File: config.mk
export PLATFORM = sky130hd
export DESIGN_NAME = seqgrp_alloc
export DESIGN_NICKNAME = d
export VERILOG_FILES = /design/src/rtl/seqgrp_pkg.sv /design/src/rtl/seqgrp_group.sv /design/src/rtl/seqgrp_pick.sv /design/src/rtl/seqgrp_alloc.sv
export SDC_FILE = /design/constraint.sdc
export NUM_CORES = 1
export LEC_CHECK = 0
export ABC_AREA = 1
export BUFFER_PORTS_ARGS = -buffer_cell sky130_fd_sc_hd__buf_2
export CAP_MARGIN = 0
export CORE_MARGIN = 2
export CORE_UTILIZATION = 40
export DETAILED_ROUTE_END_ITERATION = 16
export PLACE_DENSITY_LB_ADDON = 0.1
export SYNTH_ARGS = -nofsm -noshare
export SYNTH_HDL_FRONTEND = slang
export SYNTH_SLANG_ARGS = --single-unit
File: constraint.sdc
create_clock -name clk -period 6.7 [get_ports clk]
set_clock_uncertainty 0.2 [all_clocks]
set_input_delay 0.335 -clock clk [delete_from_list [all_inputs] [get_ports clk]]
set_output_delay 0.335 -clock clk [all_outputs]
set_load 0.005 [all_outputs]
File: src/rtl/seqgrp_pkg.sv
package seqgrp_pkg;

  typedef enum logic [1:0] {
    OP_ALLOC = 2'd0,
    OP_FREE  = 2'd1,
    OP_CLEAR = 2'd2,
    OP_RSVD  = 2'd3
  } op_e;

  typedef enum logic [1:0] {
    ST_OK      = 2'd0,
    ST_NOSPACE = 2'd1,
    ST_BADARG  = 2'd2
  } status_e;

  // legal slot size: single bit set, within [lo, hi]
  function automatic bit size_legal(int unsigned s, int unsigned lo, int unsigned hi);
    return (s >= lo) && (s <= hi) && ((s & (s - 1)) == 0);
  endfunction

  // index of the highest set bit (log2 for a power of two)
  function automatic int unsigned size_log2(int unsigned s);
    int unsigned r;
    r = 0;
    for (int i = 0; i < 32; i++) begin
      if (s[i]) r = i;
    end
    return r;
  endfunction

  // number of slots a group offers at slot size 2**lg
  function automatic int unsigned slots_for(int unsigned entries, int unsigned lg);
    return entries >> lg;
  endfunction

endpackage

File: src/rtl/seqgrp_group.sv
module seqgrp_group
  import seqgrp_pkg::*;
#(
  parameter int unsigned ENTRIES   = 1024,
  parameter int unsigned MAX_SLOTS = 32,
  parameter int unsigned LOG_W     = 4,
  parameter int unsigned SLOT_W    = 5
) (
  input  logic                 clk,
  input  logic                 rst_n,
  input  logic                 clr_all,
  input  logic                 alloc_en,
  input  logic [LOG_W-1:0]     alloc_log,
  input  logic                 free_en,
  input  logic [SLOT_W-1:0]    free_slot,
  output logic                 cfg_vld,
  output logic [LOG_W-1:0]     cfg_log,
  output logic [MAX_SLOTS-1:0] occ,
  output logic                 has_free,
  output logic [SLOT_W-1:0]    free_idx
);

  logic [MAX_SLOTS-1:0] usable;
  logic [MAX_SLOTS-1:0] avail;
  logic [MAX_SLOTS-1:0] occ_after_free;

  always_comb begin
    for (int i = 0; i < int'(MAX_SLOTS); i++) begin
      usable[i] = cfg_vld && (i < int'(slots_for(ENTRIES, 32'(cfg_log))));
    end
  end

  assign avail    = usable & ~occ;
  assign has_free = |avail;

  always_comb begin
    free_idx = '0;
    for (int i = int'(MAX_SLOTS) - 1; i >= 0; i--) begin
      if (avail[i]) free_idx = SLOT_W'(i);
    end
  end

  assign occ_after_free = occ & ~(MAX_SLOTS'(1) << free_slot);

  always_ff @(posedge clk or negedge rst_n) begin
    if (!rst_n) begin
      cfg_vld <= 1'b0;
      cfg_log <= '0;
      occ     <= '0;
    end else if (clr_all) begin
      cfg_vld <= 1'b0;
      cfg_log <= '0;
      occ     <= '0;
    end else if (alloc_en) begin
      if (!cfg_vld) begin
        cfg_vld <= 1'b1;
        cfg_log <= alloc_log;
      end
      occ[free_idx] <= 1'b1;
    end else if (free_en) begin
      occ <= occ_after_free;
      if (occ_after_free == '0) cfg_vld <= 1'b0;
    end
  end


  occ_in_range_chk: assert property (@(posedge clk) disable iff (!rst_n)
    (occ & ~usable) == '0);


  idle_empty_chk: assert property (@(posedge clk) disable iff (!rst_n)
    !cfg_vld |-> (occ == '0));


  alloc_adds_one_chk: assert property (@(posedge clk) disable iff (!rst_n)
    (alloc_en && !clr_all) |=> ($countones(occ) == $past($countones(occ)) + 1));

endmodule

File: src/rtl/seqgrp_pick.sv
module seqgrp_pick #(
  parameter int unsigned NUM_GROUPS = 2,
  parameter int unsigned LOG_W      = 4,
  parameter int unsigned GRP_W      = 1
) (
  input  logic                             clk,
  input  logic                             rst_n,
  input  logic [NUM_GROUPS-1:0]            cfg_vld,
  input  logic [NUM_GROUPS-1:0][LOG_W-1:0] cfg_log,
  input  logic [NUM_GROUPS-1:0]            has_free,
  input  logic [LOG_W-1:0]                 want_log,
  output logic                             found,
  output logic                             pick_new,
  output logic [GRP_W-1:0]                 pick_grp
);

  logic [NUM_GROUPS-1:0] match;
  logic [NUM_GROUPS-1:0] idle;
  logic [GRP_W-1:0]      match_grp;
  logic [GRP_W-1:0]      idle_grp;

  always_comb begin
    match_grp = '0;
    idle_grp  = '0;
    for (int g = int'(NUM_GROUPS) - 1; g >= 0; g--) begin
      match[g] = cfg_vld[g] && (cfg_log[g] == want_log) && has_free[g];
      idle[g]  = !cfg_vld[g];
      if (match[g]) match_grp = GRP_W'(g);
      if (idle[g])  idle_grp  = GRP_W'(g);
    end
  end

  assign found    = (|match) || (|idle);
  assign pick_new = !(|match);
  assign pick_grp = (|match) ? match_grp : idle_grp;


  match_first_chk: assert property (@(posedge clk) disable iff (!rst_n)
    (|match) |-> (!pick_new && cfg_vld[pick_grp] && (cfg_log[pick_grp] == want_log)));


  new_is_idle_chk: assert property (@(posedge clk) disable iff (!rst_n)
    (found && pick_new) |-> !cfg_vld[pick_grp]);

endmodule

File: src/rtl/seqgrp_alloc.sv
module seqgrp_alloc
  import seqgrp_pkg::*;
#(
  parameter int unsigned NUM_GROUPS    = 2,
  parameter int unsigned GROUP_ENTRIES = 1024,
  parameter int unsigned MIN_SIZE      = 32,
  parameter int unsigned QID_W         = 6,
  localparam int unsigned SIZE_W    = $clog2(GROUP_ENTRIES) + 1,
  localparam int unsigned MAX_SLOTS = GROUP_ENTRIES / MIN_SIZE,
  localparam int unsigned SLOT_W    = (MAX_SLOTS > 1) ? $clog2(MAX_SLOTS) : 1,
  localparam int unsigned GRP_W     = (NUM_GROUPS > 1) ? $clog2(NUM_GROUPS) : 1
) (
  input  logic              clk,
  input  logic              rst_n,
  input  logic              req_valid,
  output logic              req_ready,
  input  logic [1:0]        req_op,
  input  logic [QID_W-1:0]  req_qid,
  input  logic [SIZE_W-1:0] req_size,
  input  logic [GRP_W-1:0]  req_grp,
  input  logic [SLOT_W-1:0] req_slot,
  output logic              rsp_valid,
  input  logic              rsp_ready,
  output logic [1:0]        rsp_status,
  output logic [QID_W-1:0]  rsp_qid,
  output logic              rsp_ordered,
  output logic [GRP_W-1:0]  rsp_grp,
  output logic [SLOT_W-1:0] rsp_slot
);

  localparam int unsigned LOG_W = $clog2(SIZE_W);

  logic                                 accept;
  logic [LOG_W-1:0]                     want_log;
  logic                                 size_ok;
  logic                                 size_zero;
  logic [NUM_GROUPS-1:0]                cfg_vld;
  logic [NUM_GROUPS-1:0][LOG_W-1:0]     cfg_log;
  logic [NUM_GROUPS-1:0][MAX_SLOTS-1:0] occ;
  logic [NUM_GROUPS-1:0]                has_free;
  logic [NUM_GROUPS-1:0][SLOT_W-1:0]    free_idx;
  logic                                 found;
  logic                                 pick_new;
  logic [GRP_W-1:0]                     pick_grp;
  logic                                 grp_ok;
  logic                                 free_hit;
  logic                                 alloc_go;
  logic                                 free_go;
  logic                                 clear_go;
  status_e                              nxt_status;
  logic                                 nxt_ordered;
  logic [GRP_W-1:0]                     nxt_grp;
  logic [SLOT_W-1:0]                    nxt_slot;
  op_e                                  op;

  assign op        = op_e'(req_op);
  assign req_ready = !rsp_valid || rsp_ready;
  assign accept    = req_valid && req_ready;
  assign size_zero = (req_size == '0);
  assign size_ok   = size_legal(32'(req_size), MIN_SIZE, GROUP_ENTRIES);
  assign want_log  = LOG_W'(size_log2(32'(req_size)));
  assign grp_ok    = 32'(req_grp) < NUM_GROUPS;
  assign free_hit  = grp_ok && occ[req_grp][req_slot];

  seqgrp_pick #(
    .NUM_GROUPS (NUM_GROUPS),
    .LOG_W      (LOG_W),
    .GRP_W      (GRP_W)
  ) u_pick (
    .clk      (clk),
    .rst_n    (rst_n),
    .cfg_vld  (cfg_vld),
    .cfg_log  (cfg_log),
    .has_free (has_free),
    .want_log (want_log),
    .found    (found),
    .pick_new (pick_new),
    .pick_grp (pick_grp)
  );

  always_comb begin
    nxt_status  = ST_OK;
    nxt_ordered = 1'b0;
    nxt_grp     = '0;
    nxt_slot    = '0;
    alloc_go    = 1'b0;
    free_go     = 1'b0;
    clear_go    = 1'b0;
    unique case (op)
      OP_ALLOC: begin
        if (size_zero) begin
          nxt_status = ST_OK;
        end else if (!size_ok) begin
          nxt_status = ST_BADARG;
        end else if (found) begin
          nxt_status  = ST_OK;
          nxt_ordered = 1'b1;
          nxt_grp     = pick_grp;
          nxt_slot    = free_idx[pick_grp];
          alloc_go    = accept;
        end else begin
          nxt_status = ST_NOSPACE;
        end
      end
      OP_FREE: begin
        if (free_hit) begin
          nxt_status  = ST_OK;
          nxt_ordered = 1'b1;
          nxt_grp     = req_grp;
          nxt_slot    = req_slot;
          free_go     = accept;
        end else begin
          nxt_status = ST_BADARG;
        end
      end
      OP_CLEAR: begin
        nxt_status = ST_OK;
        clear_go   = accept;
      end
      default: nxt_status = ST_BADARG;
    endcase
  end

  for (genvar g = 0; g < int'(NUM_GROUPS); g++) begin : g_grp
    seqgrp_group #(
      .ENTRIES   (GROUP_ENTRIES),
      .MAX_SLOTS (MAX_SLOTS),
      .LOG_W     (LOG_W),
      .SLOT_W    (SLOT_W)
    ) u_group (
      .clk       (clk),
      .rst_n     (rst_n),
      .clr_all   (clear_go),
      .alloc_en  (alloc_go && (pick_grp == GRP_W'(g))),
      .alloc_log (want_log),
      .free_en   (free_go && (req_grp == GRP_W'(g))),
      .free_slot (req_slot),
      .cfg_vld   (cfg_vld[g]),
      .cfg_log   (cfg_log[g]),
      .occ       (occ[g]),
      .has_free  (has_free[g]),
      .free_idx  (free_idx[g])
    );
  end

  always_ff @(posedge clk or negedge rst_n) begin
    if (!rst_n) begin
      rsp_valid   <= 1'b0;
      rsp_status  <= ST_OK;
      rsp_qid     <= '0;
      rsp_ordered <= 1'b0;
      rsp_grp     <= '0;
      rsp_slot    <= '0;
    end else if (accept) begin
      rsp_valid   <= 1'b1;
      rsp_status  <= nxt_status;
      rsp_qid     <= req_qid;
      rsp_ordered <= nxt_ordered;
      rsp_grp     <= nxt_grp;
      rsp_slot    <= nxt_slot;
    end else if (rsp_ready) begin
      rsp_valid <= 1'b0;
    end
  end


  rsp_follows_accept_chk: assert property (@(posedge clk) disable iff (!rst_n)
    accept |=> rsp_valid);


  rsp_hold_chk: assert property (@(posedge clk) disable iff (!rst_n)
    (rsp_valid && !rsp_ready) |=> (rsp_valid && $stable(rsp_status) && $stable(rsp_slot) && $stable(rsp_qid)));


  nospace_frozen_chk: assert property (@(posedge clk) disable iff (!rst_n)
    (accept && op == OP_ALLOC && size_ok && !found) |=> ($stable(occ) && $stable(cfg_vld)));


  badarg_frozen_chk: assert property (@(posedge clk) disable iff (!rst_n)
    (accept && nxt_status == ST_BADARG) |=> ($stable(occ) && $stable(cfg_vld)));


  zero_size_frozen_chk: assert property (@(posedge clk) disable iff (!rst_n)
    (accept && op == OP_ALLOC && size_zero) |=> ($stable(occ) && $stable(cfg_vld) && !rsp_ordered));

endmodule

==> run summary <==
Crit. End Element - flip-flop
All-Layer GR Usage - 26.4%
post-layout min period - 4680 ps
Crit path buffers/inverters - 2
n_diodes - 0
Die Area - 19400 sq um
Horiz. Die Dim - 139 um
initial antenna violation count - 0
TritonCTS Buffers - 9
CP max FO - 20
port buffer count - 45
# resized after CTS - 0
count leader, synth - nand2_1
net count after synthesis - 1206
synthesis-stage register bit count - 90
final setup fails - 0
layout cells sized above 1 - 10.3%
Initial Util - 40.8%
Worst path most repeated cell - nand2_1
Synth Cell Area - 7330 sq um
crit-path cells - nand2_1 -> clkinv_1 -> nor2_1 -> o21ai_0 -> nand3_1 -> nor3_1 -> nand3_1 -> nand4_1 -> o21ai_0 -> nand2_1 -> nand2_1 -> nand2_2 -> inv_2 -> nor3_2 -> nand2_1 -> a21oi_1
vias per cell - 5.54
nets - 1234
Data required, critical path - 6740 ps
Setup Fix Bufs, Post-CTS - 0
Root Buffer - clkbuf_16
num ports - 46
CTS sink cnt - 90
DP HPWL - 19900 um
drt wl/cell - 17.7 um
Power Density - 195 nW/um^2
type of the worst setup path - reg -> reg
First-pass DRT Iterations - 5
top post-synthesis cells by area - dfrtp_1 (31%), nand2_1 (20%), inv_1 (7.3%)
Final GP Congestion - 0.937
CTS H-Tree Depth - 3
first-pass GRT wire length - 40500 um
dpl cells - 1416
Setup TNS - 0 ps
Post-Syn Area per Cell - 6.23 sq um
Top delay family on crit path - simple AND/OR/NAND/NOR gates
row count - 49
TritonCTS clock tree - done
Hold Crit Class - in -> reg
Final Util - 45.1%
routed via count - 7974
status - finished clean
initial DRC count - 729
unrepaired setup endpoints after global routing - false
top cells by count, synth - nand2_1 (388), inv_1 (143), o21ai_0 (100), dfrtp_1 (90), nor2_1 (79)
ANT nets after route - 0
Skew-Pair Late Insertion Delay - 360 ps
Main synth FF type - dfrtp_1
WP data arrival - 4720 ps
Cell Count, Final, Fillers Out - 1439
largest net degree at the start of global routing - 60
Yosys Warn Count - 0
Post-Syn Instances - 1177
highest ir drop seen on vdd - 129 uV
relative slew slack - 18.6%
grt ovf - 0
number of flops mapped to enable cells by yosys - 0
asr flop ratio synth - 100%
Clk pin slew, worst setup/hold paths - 70 ps
slowest CP cell - nor2_1
Max Cap Viol - 0
Die Span Y - 139 um
post-synth cell types - 51
worst slew pin tran - 1220 ps
Yosys top cell by area - dfrtp_1
register area share after synthesis - 30.7%
f_max - 213 MHz
Yosys top cell area share - 30.7%
startpoint types - flip-flop
placeable core area - 18000 sq um
vias in the first global route - 7495
routed wire length - 25500 um
leakage power - 3.97 nW
drt drc - 0
Bufs on Longest Clock Path - 2
final max-slew violation count - 0
CP peak stage delay - 910 ps
final hold violations - 0
Tcrit/Tclk final - 69.9%
Area Growth Syn to Fin - 10.4%
layout by cell type, fill, tap and decap left out, types with 2 or more instances in the layout:
cell,instances
nor2_4,3
nor4_1,16
o21ai_1,32
o22ai_1,16
inv_2,17
clkinv_4,3
nand2_4,2
a31oi_1,6
o2111ai_1,2
a2111oi_0,3
o211ai_1,16
o21ai_0,100
buf_4,5
o21bai_1,2
dfrtp_1,90
nand4_1,31
nor2_8,3
nand2_2,12
nor2_2,7
nor3_2,3
nand2_1,388
a22o_1,3
xor2_1,2
buf_2,44
nor3_1,14
nor2_1,79
inv_1,143
or2_2,4
bufinv_16,3
o31ai_1,11
a21oi_2,3
clkbuf_16,9
a21oi_1,64
nand3_1,44
clkinv_1,3
a211oi_1,5
dlygate4sd3_1,7
layout make-up:
| type | instances | area, sq um |
|---|---|---|
| multi-input combinational | 885 | 4270 |
| clock buffer | 9 | 225 |
| inverter | 163 | 612 |
| clock inverter | 7 | 125 |
| timing repair buffer | 56 | 328 |
| tap | 229 | 287 |
| sequential | 90 | 2250 |
| fill | 1917 | 9870 |
flip-flops by register name, indices dropped and copies added (netlist names):
name	flops
g_grp.u_group.cfg_log	8
rsp_ordered	1
rsp_qid	6
g_grp.u_group.occ	64
rsp_slot	5
g_grp.u_group.cfg_vld	2
rsp_status	2
rsp_grp	1
rsp_valid	1
report_power, final:
group          leakage, nW  switching, mW  internal (mW)
Combinational         2.58          0.252          0.102
Sequential            1.23         0.0384          0.585
Clock                0.170          0.235          0.368
Total                 3.97          0.525           1.05
worst register-to-register path, delay by kind of cell, from the launching register on:
| kind | cells | cell delay [ps] |
|---|---|---|
| buf+inv | 2 | 370 |
| compound gates | 3 | 590 |
| simple gates | 11 | 2950 |
| flops | 1 | 450 |
per-stage QoR:
stage	worst slack [ps]	hold WS, ps	total power [mW]	instance area (sq um)
after global placement	2210	113	0.982	7680
after CTS	2160	37.8	1.59	8100
after floorplan	3850	-161	0.852	7330
final	2020	48.0	1.58	8100
after global routing	1660	69.6	1.66	8100
after detailed placement	2200	109	0.979	7680
metal layers:
layer | routed length, um | track usage (%) | vias to the layer above
met1 | 11200 | 34.9 | 3663
li1 | - | - | 3948
met5 | 0 | 0 | -
met4 | 818 | 9.36 | 0
met2 | 12100 | 44.3 | 305
met3 | 1440 | 3.72 | 58
logic make-up (layout without fill, tap and decap cells):
kind of cell           Yosys count  count (layout)  share of synthesized area, %
buffers and inverters          202             235                          11.1
AND/OR/NAND/NOR                611             611                          36.6
XOR/XNOR                         2               2                         0.239
flip-flops                      90              90                          30.7
AO/OA/AOI/OAI                  272             272                          21.4
timing repair:
item,in CTS,in global routing
hold buffers,7,0
hold endpoints to repair,37,0
setup endpoints to repair,0,0
path summary, 6_finish.rpt:
path	depth (start not counted)	slack (ps)	from	endpoint
max	16	2020	g_grp[1].u_group.cfg_log[2]	g_grp[0].u_group.occ[31]
min	4	50	rsp_ready	rsp_valid
max reg2reg	16	2020	g_grp[1].u_group.cfg_log[2]	g_grp[0].u_group.occ[31]
min reg2reg	2	280	rsp_qid[2]	rsp_qid[2]
max in group asynchronous	3	4910	rst_n	g_grp[1].u_group.occ[0]
min in group asynchronous	2	260	rst_n	g_grp[0].u_group.occ[27]
No activity file was read; power rests on OpenSTA's default activity.
